$ cat src/rtl/synth_ctl_pkg.sv
// Shared constants and types for the synthesizer control receiver.
// Assumes a 7-bit address with a fixed upper part and a 2-bit strap part.
package synth_ctl_pkg;
    localparam int DIV_W    = 17;
    localparam int CFGA_W   = 5;
    localparam int CFGB_W   = 8;
    localparam int SEL_W    = 2;
    localparam int SLOTS    = 4;
    localparam int PTR_W    = $clog2(SLOTS);
    localparam logic [6-SEL_W:0] ADDR_FIXED = 5'b11000;

    typedef enum logic [1:0] {BE_IDLE, BE_RECV, BE_ACK, BE_IGNORE} be_state_t;

    typedef struct packed {
        logic [DIV_W-1:0]  ratio;
        logic [CFGA_W-1:0] cfg_a;
        logic [CFGB_W-1:0] cfg_b;
    } synth_word_t;
endpackage

$ cat src/rtl/i2c_line_sampler.sv
// Brings SCL and SDA into the clock domain through a synchronizer chain.
// Produces single-cycle edge and START/STOP events.
// Assumes clk runs at least 8x faster than SCL and the idle bus is high.
module i2c_line_sampler #(
    parameter int SYNC_DEPTH = 2
) (
    input  logic clk,
    input  logic rst_n,
    input  logic scl_in,
    input  logic sda_in,
    output logic scl_rise,
    output logic scl_fall,
    output logic sda_now,
    output logic start_evt,
    output logic stop_evt
);
    logic [SYNC_DEPTH-1:0] scl_sync, sda_sync;
    logic scl_q, sda_q, scl_s, sda_s;

    // synchronizer chains, resetting to the idle-high bus level
    always_ff @(posedge clk) begin
        if (!rst_n) begin
            scl_sync <= '1;
            sda_sync <= '1;
        end else begin
            scl_sync <= {scl_sync[SYNC_DEPTH-2:0], scl_in};
            sda_sync <= {sda_sync[SYNC_DEPTH-2:0], sda_in};
        end
    end

    assign scl_s = scl_sync[SYNC_DEPTH-1];
    assign sda_s = sda_sync[SYNC_DEPTH-1];

    // previous-sample registers used for edge detection
    always_ff @(posedge clk) begin
        if (!rst_n) begin
            scl_q <= 1'b1;
            sda_q <= 1'b1;
        end else begin
            scl_q <= scl_s;
            sda_q <= sda_s;
        end
    end

    assign scl_rise  = scl_s & ~scl_q;
    assign scl_fall  = ~scl_s & scl_q;
    assign sda_now   = sda_s;
    assign start_evt = scl_s & scl_q & sda_q & ~sda_s;
    assign stop_evt  = scl_s & scl_q & ~sda_q & sda_s;
endmodule

$ cat src/rtl/i2c_byte_engine.sv
// Shifts in bytes MSB first and matches the address byte.
// Drives the acknowledge pull-down and hands each data byte onward.
// Assumes a write-only slave: when the address misses, or the
// read flag is set, it stays silent until the next START or STOP.
module i2c_byte_engine
    import synth_ctl_pkg::*;
(
    input  logic             clk,
    input  logic             rst_n,
    input  logic             scl_rise,
    input  logic             scl_fall,
    input  logic             sda_now,
    input  logic             start_evt,
    input  logic             stop_evt,
    input  logic [SEL_W-1:0] addr_sel,
    output logic             sda_pull,
    output logic             byte_valid,
    output logic [7:0]       byte_data
);
    be_state_t  state;
    logic [3:0] bitcnt;
    logic [7:0] shreg;
    logic       is_addr;
    logic       addr_hit;

    assign addr_hit = (shreg[7:1] == {ADDR_FIXED, addr_sel}) && !shreg[0];

    // bus protocol state machine: receive, acknowledge, ignore
    always_ff @(posedge clk) begin
        if (!rst_n) begin
            state      <= BE_IDLE;
            bitcnt     <= '0;
            shreg      <= '0;
            is_addr    <= 1'b0;
            sda_pull   <= 1'b0;
            byte_valid <= 1'b0;
            byte_data  <= '0;
        end else begin
            byte_valid <= 1'b0;
            if (start_evt) begin
                state    <= BE_RECV;
                bitcnt   <= '0;
                is_addr  <= 1'b1;
                sda_pull <= 1'b0;
            end else if (stop_evt) begin
                state    <= BE_IDLE;
                sda_pull <= 1'b0;
            end else begin
                case (state)
                    BE_RECV: begin
                        if (scl_rise && bitcnt < 4'd8) begin
                            shreg  <= {shreg[6:0], sda_now};
                            bitcnt <= bitcnt + 4'd1;
                        end else if (scl_fall && bitcnt == 4'd8) begin
                            if (is_addr) begin
                                if (addr_hit) begin
                                    sda_pull <= 1'b1;
                                    state    <= BE_ACK;
                                end else begin
                                    state    <= BE_IGNORE;
                                end
                            end else begin
                                byte_valid <= 1'b1;
                                byte_data  <= shreg;
                                sda_pull   <= 1'b1;
                                state      <= BE_ACK;
                            end
                        end
                    end
                    BE_ACK: begin
                        if (scl_fall) begin
                            sda_pull <= 1'b0;
                            state    <= BE_RECV;
                            bitcnt   <= '0;
                            is_addr  <= 1'b0;
                        end
                    end
                    default: ;
                endcase
            end
        end
    end

    // the pull-down is asserted only in the acknowledge state
    p_pull_in_ack_r3: assert property (@(posedge clk) disable iff (!rst_n)
        sda_pull |-> state == BE_ACK);
    // the pull-down rises only after a full 8-bit byte
    p_ack_after_byte_r3: assert property (@(posedge clk) disable iff (!rst_n)
        $rose(sda_pull) |-> $past(bitcnt) == 4'd8);
    // an ignored transfer never acknowledges and never emits bytes
    p_ignore_silent_r2: assert property (@(posedge clk) disable iff (!rst_n)
        state == BE_IGNORE |=> !sda_pull && !byte_valid);
endmodule

$ cat src/rtl/synth_reg_bank.sv
// Holds the byte pointer and the staging registers, and commits the
// staged set to the active outputs according to end-of-transfer rules.
// Assumes byte_valid pulses are many cycles apart (one per bus byte).
module synth_reg_bank
    import synth_ctl_pkg::*;
(
    input  logic              clk,
    input  logic              rst_n,
    input  logic              byte_valid,
    input  logic [7:0]        byte_data,
    input  logic              start_evt,
    input  logic              stop_evt,
    output logic [DIV_W-1:0]  div_ratio,
    output logic [CFGA_W-1:0] cfg_a,
    output logic [CFGB_W-1:0] cfg_b
);
    localparam logic [PTR_W-1:0] SLOT_A = PTR_W'(0);
    localparam logic [PTR_W-1:0] SLOT_C = PTR_W'(2);

    synth_word_t       stage, active;
    logic [PTR_W-1:0]  ptr, idx;
    logic [SLOTS-1:0]  seen, seen_next;
    logic              first_pend, pending, commit_q;

    // slot of the incoming byte: entry choice on the first byte, pointer after
    assign idx       = first_pend ? (byte_data[7] ? SLOT_C : SLOT_A) : ptr;
    assign seen_next = seen | (SLOTS'(1) << idx);

    // pointer, staging writes and commit requests
    always_ff @(posedge clk) begin
        if (!rst_n) begin
            stage      <= '0;
            ptr        <= '0;
            seen       <= '0;
            first_pend <= 1'b1;
            pending    <= 1'b0;
            commit_q   <= 1'b0;
        end else begin
            commit_q <= 1'b0;
            if (start_evt) begin
                first_pend <= 1'b1;
                seen       <= '0;
            end else if (stop_evt) begin
                commit_q   <= pending;
                pending    <= 1'b0;
                seen       <= '0;
                first_pend <= 1'b1;
            end else if (byte_valid) begin
                case (idx)
                    2'd0:    stage.ratio[14:8] <= byte_data[6:0];
                    2'd1:    stage.ratio[7:0]  <= byte_data;
                    2'd2: begin
                             stage.ratio[16:15] <= byte_data[6:5];
                             stage.cfg_a        <= byte_data[4:0];
                    end
                    default: stage.cfg_b <= byte_data;
                endcase
                ptr        <= idx + PTR_W'(1);
                first_pend <= 1'b0;
                if (&seen_next) begin
                    commit_q <= 1'b1;
                    seen     <= '0;
                    pending  <= 1'b0;
                end else begin
                    seen     <= seen_next;
                    pending  <= 1'b1;
                end
            end
        end
    end

    // active register: loads the staged set on a commit request
    always_ff @(posedge clk) begin
        if (!rst_n)        active <= '0;
        else if (commit_q) active <= stage;
    end

    assign div_ratio = active.ratio;
    assign cfg_a     = active.cfg_a;
    assign cfg_b     = active.cfg_b;

    // a non-entry byte advances the pointer by one slot with wrap
    p_ptr_step_r5: assert property (@(posedge clk) disable iff (!rst_n)
        (byte_valid && !first_pend && !start_evt && !stop_evt)
        |=> ptr == $past(ptr) + PTR_W'(1));
    // outputs change only through a commit
    p_hold_r9: assert property (@(posedge clk) disable iff (!rst_n)
        !commit_q |=> $stable(active));
    // a commit copies exactly the staged set
    p_commit_copy_r7: assert property (@(posedge clk) disable iff (!rst_n)
        commit_q |=> active == $past(stage));
endmodule

$ cat src/rtl/synth_ctl_rx.sv
// Top level of the write-only synthesizer control receiver.
// Connects the line sampler, the byte engine and the register bank.
// Assumes an external open-drain driver turns sda_pull into a low on SDA.
module synth_ctl_rx
    import synth_ctl_pkg::*;
(
    input  logic              clk,
    input  logic              rst_n,
    input  logic              scl_in,
    input  logic              sda_in,
    input  logic [SEL_W-1:0]  addr_sel,
    output logic              sda_pull,
    output logic [DIV_W-1:0]  div_ratio,
    output logic [CFGA_W-1:0] cfg_a,
    output logic [CFGB_W-1:0] cfg_b
);
    logic scl_rise, scl_fall, sda_now, start_evt, stop_evt;
    logic byte_valid;
    logic [7:0] byte_data;

    i2c_line_sampler #(.SYNC_DEPTH(2)) u_sampler (
        .clk(clk), .rst_n(rst_n), .scl_in(scl_in), .sda_in(sda_in),
        .scl_rise(scl_rise), .scl_fall(scl_fall), .sda_now(sda_now),
        .start_evt(start_evt), .stop_evt(stop_evt)
    );

    i2c_byte_engine u_engine (
        .clk(clk), .rst_n(rst_n), .scl_rise(scl_rise), .scl_fall(scl_fall),
        .sda_now(sda_now), .start_evt(start_evt), .stop_evt(stop_evt),
        .addr_sel(addr_sel), .sda_pull(sda_pull),
        .byte_valid(byte_valid), .byte_data(byte_data)
    );

    synth_reg_bank u_bank (
        .clk(clk), .rst_n(rst_n), .byte_valid(byte_valid),
        .byte_data(byte_data), .start_evt(start_evt), .stop_evt(stop_evt),
        .div_ratio(div_ratio), .cfg_a(cfg_a), .cfg_b(cfg_b)
    );
endmodule

$ cat config.mk
export PLATFORM = sky130hd
export DESIGN_NAME = synth_ctl_rx
export DESIGN_NICKNAME = d
export VERILOG_FILES = /design/src/rtl/synth_ctl_pkg.sv /design/src/rtl/i2c_line_sampler.sv /design/src/rtl/i2c_byte_engine.sv /design/src/rtl/synth_reg_bank.sv /design/src/rtl/synth_ctl_rx.sv
export SDC_FILE = /design/constraint.sdc
export NUM_CORES = 1
export LEC_CHECK = 0
export ABC_AREA = 1
export BUFFER_PORTS_ARGS = -buffer_cell sky130_fd_sc_hd__buf_2
export CAP_MARGIN = 5
export CORE_MARGIN = 5
export CORE_UTILIZATION = 45
export DETAILED_ROUTE_END_ITERATION = 7
export MAX_ROUTING_LAYER = met4
export PLACE_DENSITY = 0.72
export SYNTH_ARGS = -nofsm -noshare
export SYNTH_HDL_FRONTEND = slang
export SYNTH_HIERARCHICAL = 1
export SYNTH_SLANG_ARGS = --single-unit
$ cat constraint.sdc
create_clock -name clk -period 4.3 [get_ports clk]
set_input_delay 0.43 -clock clk [delete_from_list [all_inputs] [get_ports clk]]
set_output_delay 0.43 -clock clk [all_outputs]
set_load 0.03 [all_outputs]
==> impl_metrics.json <==
{
  "drt-total-wl_um": 8040,
  "path_clk_slew_ns": 0.10,
  "power.share.combinational": 0.135,
  "yosysWarningCount": 6,
  "cts_root_buf": "clkbuf_8",
  "power_mw": 1.76,
  "fin_tns_setup_ns": 0,
  "drv_cap": 0,
  "insertion_delay_ns": 0.36,
  "setup_viol": 0,
  "cp-end-kind": "flip-flop",
  "finalHoldViolCount": 0,
  "core.rowCount": 34,
  "power_frac_seq": 0.552,
  "hold_ws_ns": 0.235,
  "cts_setup_buffers": 0,
  "hpwl_um": 5520,
  "gr-total-overflow": 0,
  "synth_nets": 541,
  "post_cts_resized": 0,
  "syn_to_final_growth_pct": 10.8,
  "utilization": 0.504,
  "drv_slew": 0,
  "finClkSkew_ns": 0.0120,
  "start_kind": "flip-flop",
  "post-route-min-period_ns": 1.97,
  "max_freq_mhz": 508,
  "core_area_sq_mm": 0.00859,
  "p_int_mw": 1.25,
  "worst_slew_margin_rel": 0.395,
  "track_usage": 0.170,
  "switchingPower_mw": 0.508,
  "ys_seq_area_frac": 0.512,
  "clockPowerShare": 0.313,
  "ant_nets": 0,
  "cts_sinks": 100,
  "ctsHoldBuffers": 0,
  "placed_area_sq_mm": 0.00415,
  "worstPathArrival_ns": 2.21,
  "final_cell_mix": "nor2_1, dfxtp_1, o21ai_0",
  "grt_max_degree": 48,
  "die_area_sq_mm": 0.0107,
  "numCtsBuffers": 9,
  "synth.area.top_cells": "dfxtp_1, nor2_1, o21ai_0",
  "synthDistinctLibCells": 24,
  "netlist.area_leader.share": 0.512,
  "syn_avg_cell_area_sq_um": 7.36,
  "worstPathRequired_ns": 4.54,
  "grt_pass1_vias": 3197,
  "synth_area_leader_cell": "dfxtp_1",
  "finalCritPeriodShare": 0.457,
  "vias": 3319,
  "criticalPathCategory": "reg -> reg",
  "ys_ff_latch": 100,
  "synth_cells": 531,
  "grt_pass1_wl_um": 14000,
  "p_leak_nw": 2.24,
  "final_common_cell": "nor2_1",
  "outcome": "complete, no violations",
  "max-clock-path-buffers": 2,
  "chipWidth_um": 103,
  "vias_per_cell": 4.92,
  "peakVddDrop_mv": 0.361,
  "portBuffers": 36,
  "antenna_found_initial": 0,
  "cts.htree.levels": 3,
  "drc_errors": 0,
  "drive_gt1_frac": 0.122,
  "switching_share": 0.288,
  "cts_tree": "built",
  "critPathMaxFanout": 13,
  "p_per_area_mw_per_mm2": 407,
  "drt_iter0_drc": 202,
  "dr.pass1.iters": 5,
  "n_antenna_cell": 0,
  "rsz0062_at_grt": "no",
  "hp-class": "in -> reg",
  "ios": 37,
  "netlist_area_sq_mm": 0.00391,
  "die-height_um": 103,
  "gp_congestion": 0.860,
  "nets": 573,
  "initial_utilization": 0.455,
  "post_drt_wl_per_cell_um": 11.9,
  "worstMarginPinSlew_ns": 0.906,
  "stdcell_area_sq_mm": 0.00433
}
[layout make-up]
| cell class | instances | area [sq um] |
|---|---|---|
| Clock buffer | 9 | 124 |
| Tap cell | 108 | 135 |
| Timing Repair Buffer | 38 | 195 |
| Inverter | 61 | 229 |
| Sequential cell | 100 | 2000 |
| Clock inverter | 6 | 56.3 |
| Fill cell | 871 | 4260 |
| Multi-Input combinational cell | 353 | 1590 |
[cells in the mapped netlist]
library cell / instances
nor3_2: 2
buf_2: 1
o21ai_0: 74
nor3_1: 1
nor2_4: 4
nor2_2: 1
clkbuf_1: 12
dfxtp_1: 100
a21oi_1: 23
nor3_4: 1
inv_1: 56
nand3_1: 14
ha_1: 4
inv_2: 5
buf_4: 2
nand2_1: 66
o21ai_2: 1
nand4_1: 4
buf_6: 1
clkbuf_8: 1
nor2_1: 151
o21ai_1: 4
xor2_1: 1
nand2_2: 2
[power by group through the flow]
| stage | Clock, mW | Combinational [mW] | Sequential (mW) |
|---|---|---|---|
| 2_1_floorplan | 0 | 0.172 | 1.01 |
| 3_3_place_gp | 0 | 0.231 | 0.993 |
| 3_5_place_dp | 0 | 0.238 | 0.994 |
| 4_1_cts | 0.571 | 0.239 | 0.973 |
| 5_1_grt | 0.619 | 0.281 | 0.977 |
| 6_report | 0.552 | 0.238 | 0.972 |
[critical path: stages (launching register included)]
cell     delay (ns)
dfxtp_1        0.36
nand2_1        0.08
nor2_1         0.57
nor2_4         0.07
nand3_1        0.33
inv_1          0.15
o21ai_0        0.20
a21oi_1        0.07
[layer usage]
metal | vias up | share of wire | routed length [um] | track usage
li1 | 1727 | - | - | -
met1 | 1507 | 0.45 | 3600 | 0.205
met2 | 79 | 0.49 | 3920 | 0.289
met3 | 6 | 0.055 | 446 | 0.0443
met4 | 0 | 0.0096 | 77 | 0.0349
met5 | - | 0 | 0 | -
[path summary, 6_finish.rpt]
kind	slack, ns	startpoint	end	cells past startpoint
setup / recovery	2.33	u_sampler/scl_q$_SDFF_PN1_	u_engine/shreg[3]$_SDFFE_PN0P_	7
hold / removal	0.23	sda_in	u_sampler/sda_sync[0]$_SDFF_PN1_	3
hold reg to reg	0.41	u_sampler/scl_sync[0]$_SDFF_PN1_	u_sampler/scl_sync[1]$_SDFF_PN1_	2
setup reg to reg	2.33	u_sampler/scl_q$_SDFF_PN1_	u_engine/shreg[3]$_SDFFE_PN0P_	7
[state kept, by name (all words and copies together), names as in the netlist, 2 cells and up]
| register | count |
|---|---|
| u_bank/stage | 30 |
| u_bank/div_ratio | 17 |
| u_bank/cfg_b | 8 |
| u_engine/byte_data | 8 |
| u_engine/shreg | 8 |
| u_bank/cfg_a | 5 |
| u_bank/seen | 4 |
| u_engine/bitcnt | 4 |
| u_bank/ptr | 2 |
| u_engine/state | 2 |
| u_sampler/scl_sync | 2 |
| u_sampler/sda_sync | 2 |
[metrics by stage]
stage / worst slack [ns] / std cells
after floorplan: 2.75 / 531
after global routing: 2.17 / 675
after detailed placement: 2.40 / 660
after CTS: 2.37 / 675
after global placement: 2.54 / 660
final: 2.33 / 675
[logic make-up after synthesis]
group                      after synthesis  synth area share
xor gates and xnor gates                 1           0.00224
adders and majority gates                4            0.0128
AOI/OAI and AO/OA                      102             0.132
and+or+nand+nor                        246             0.260
buffers and inverters                   78            0.0816
DFF                                    100             0.512
Power figures use the tool's default switching activity.
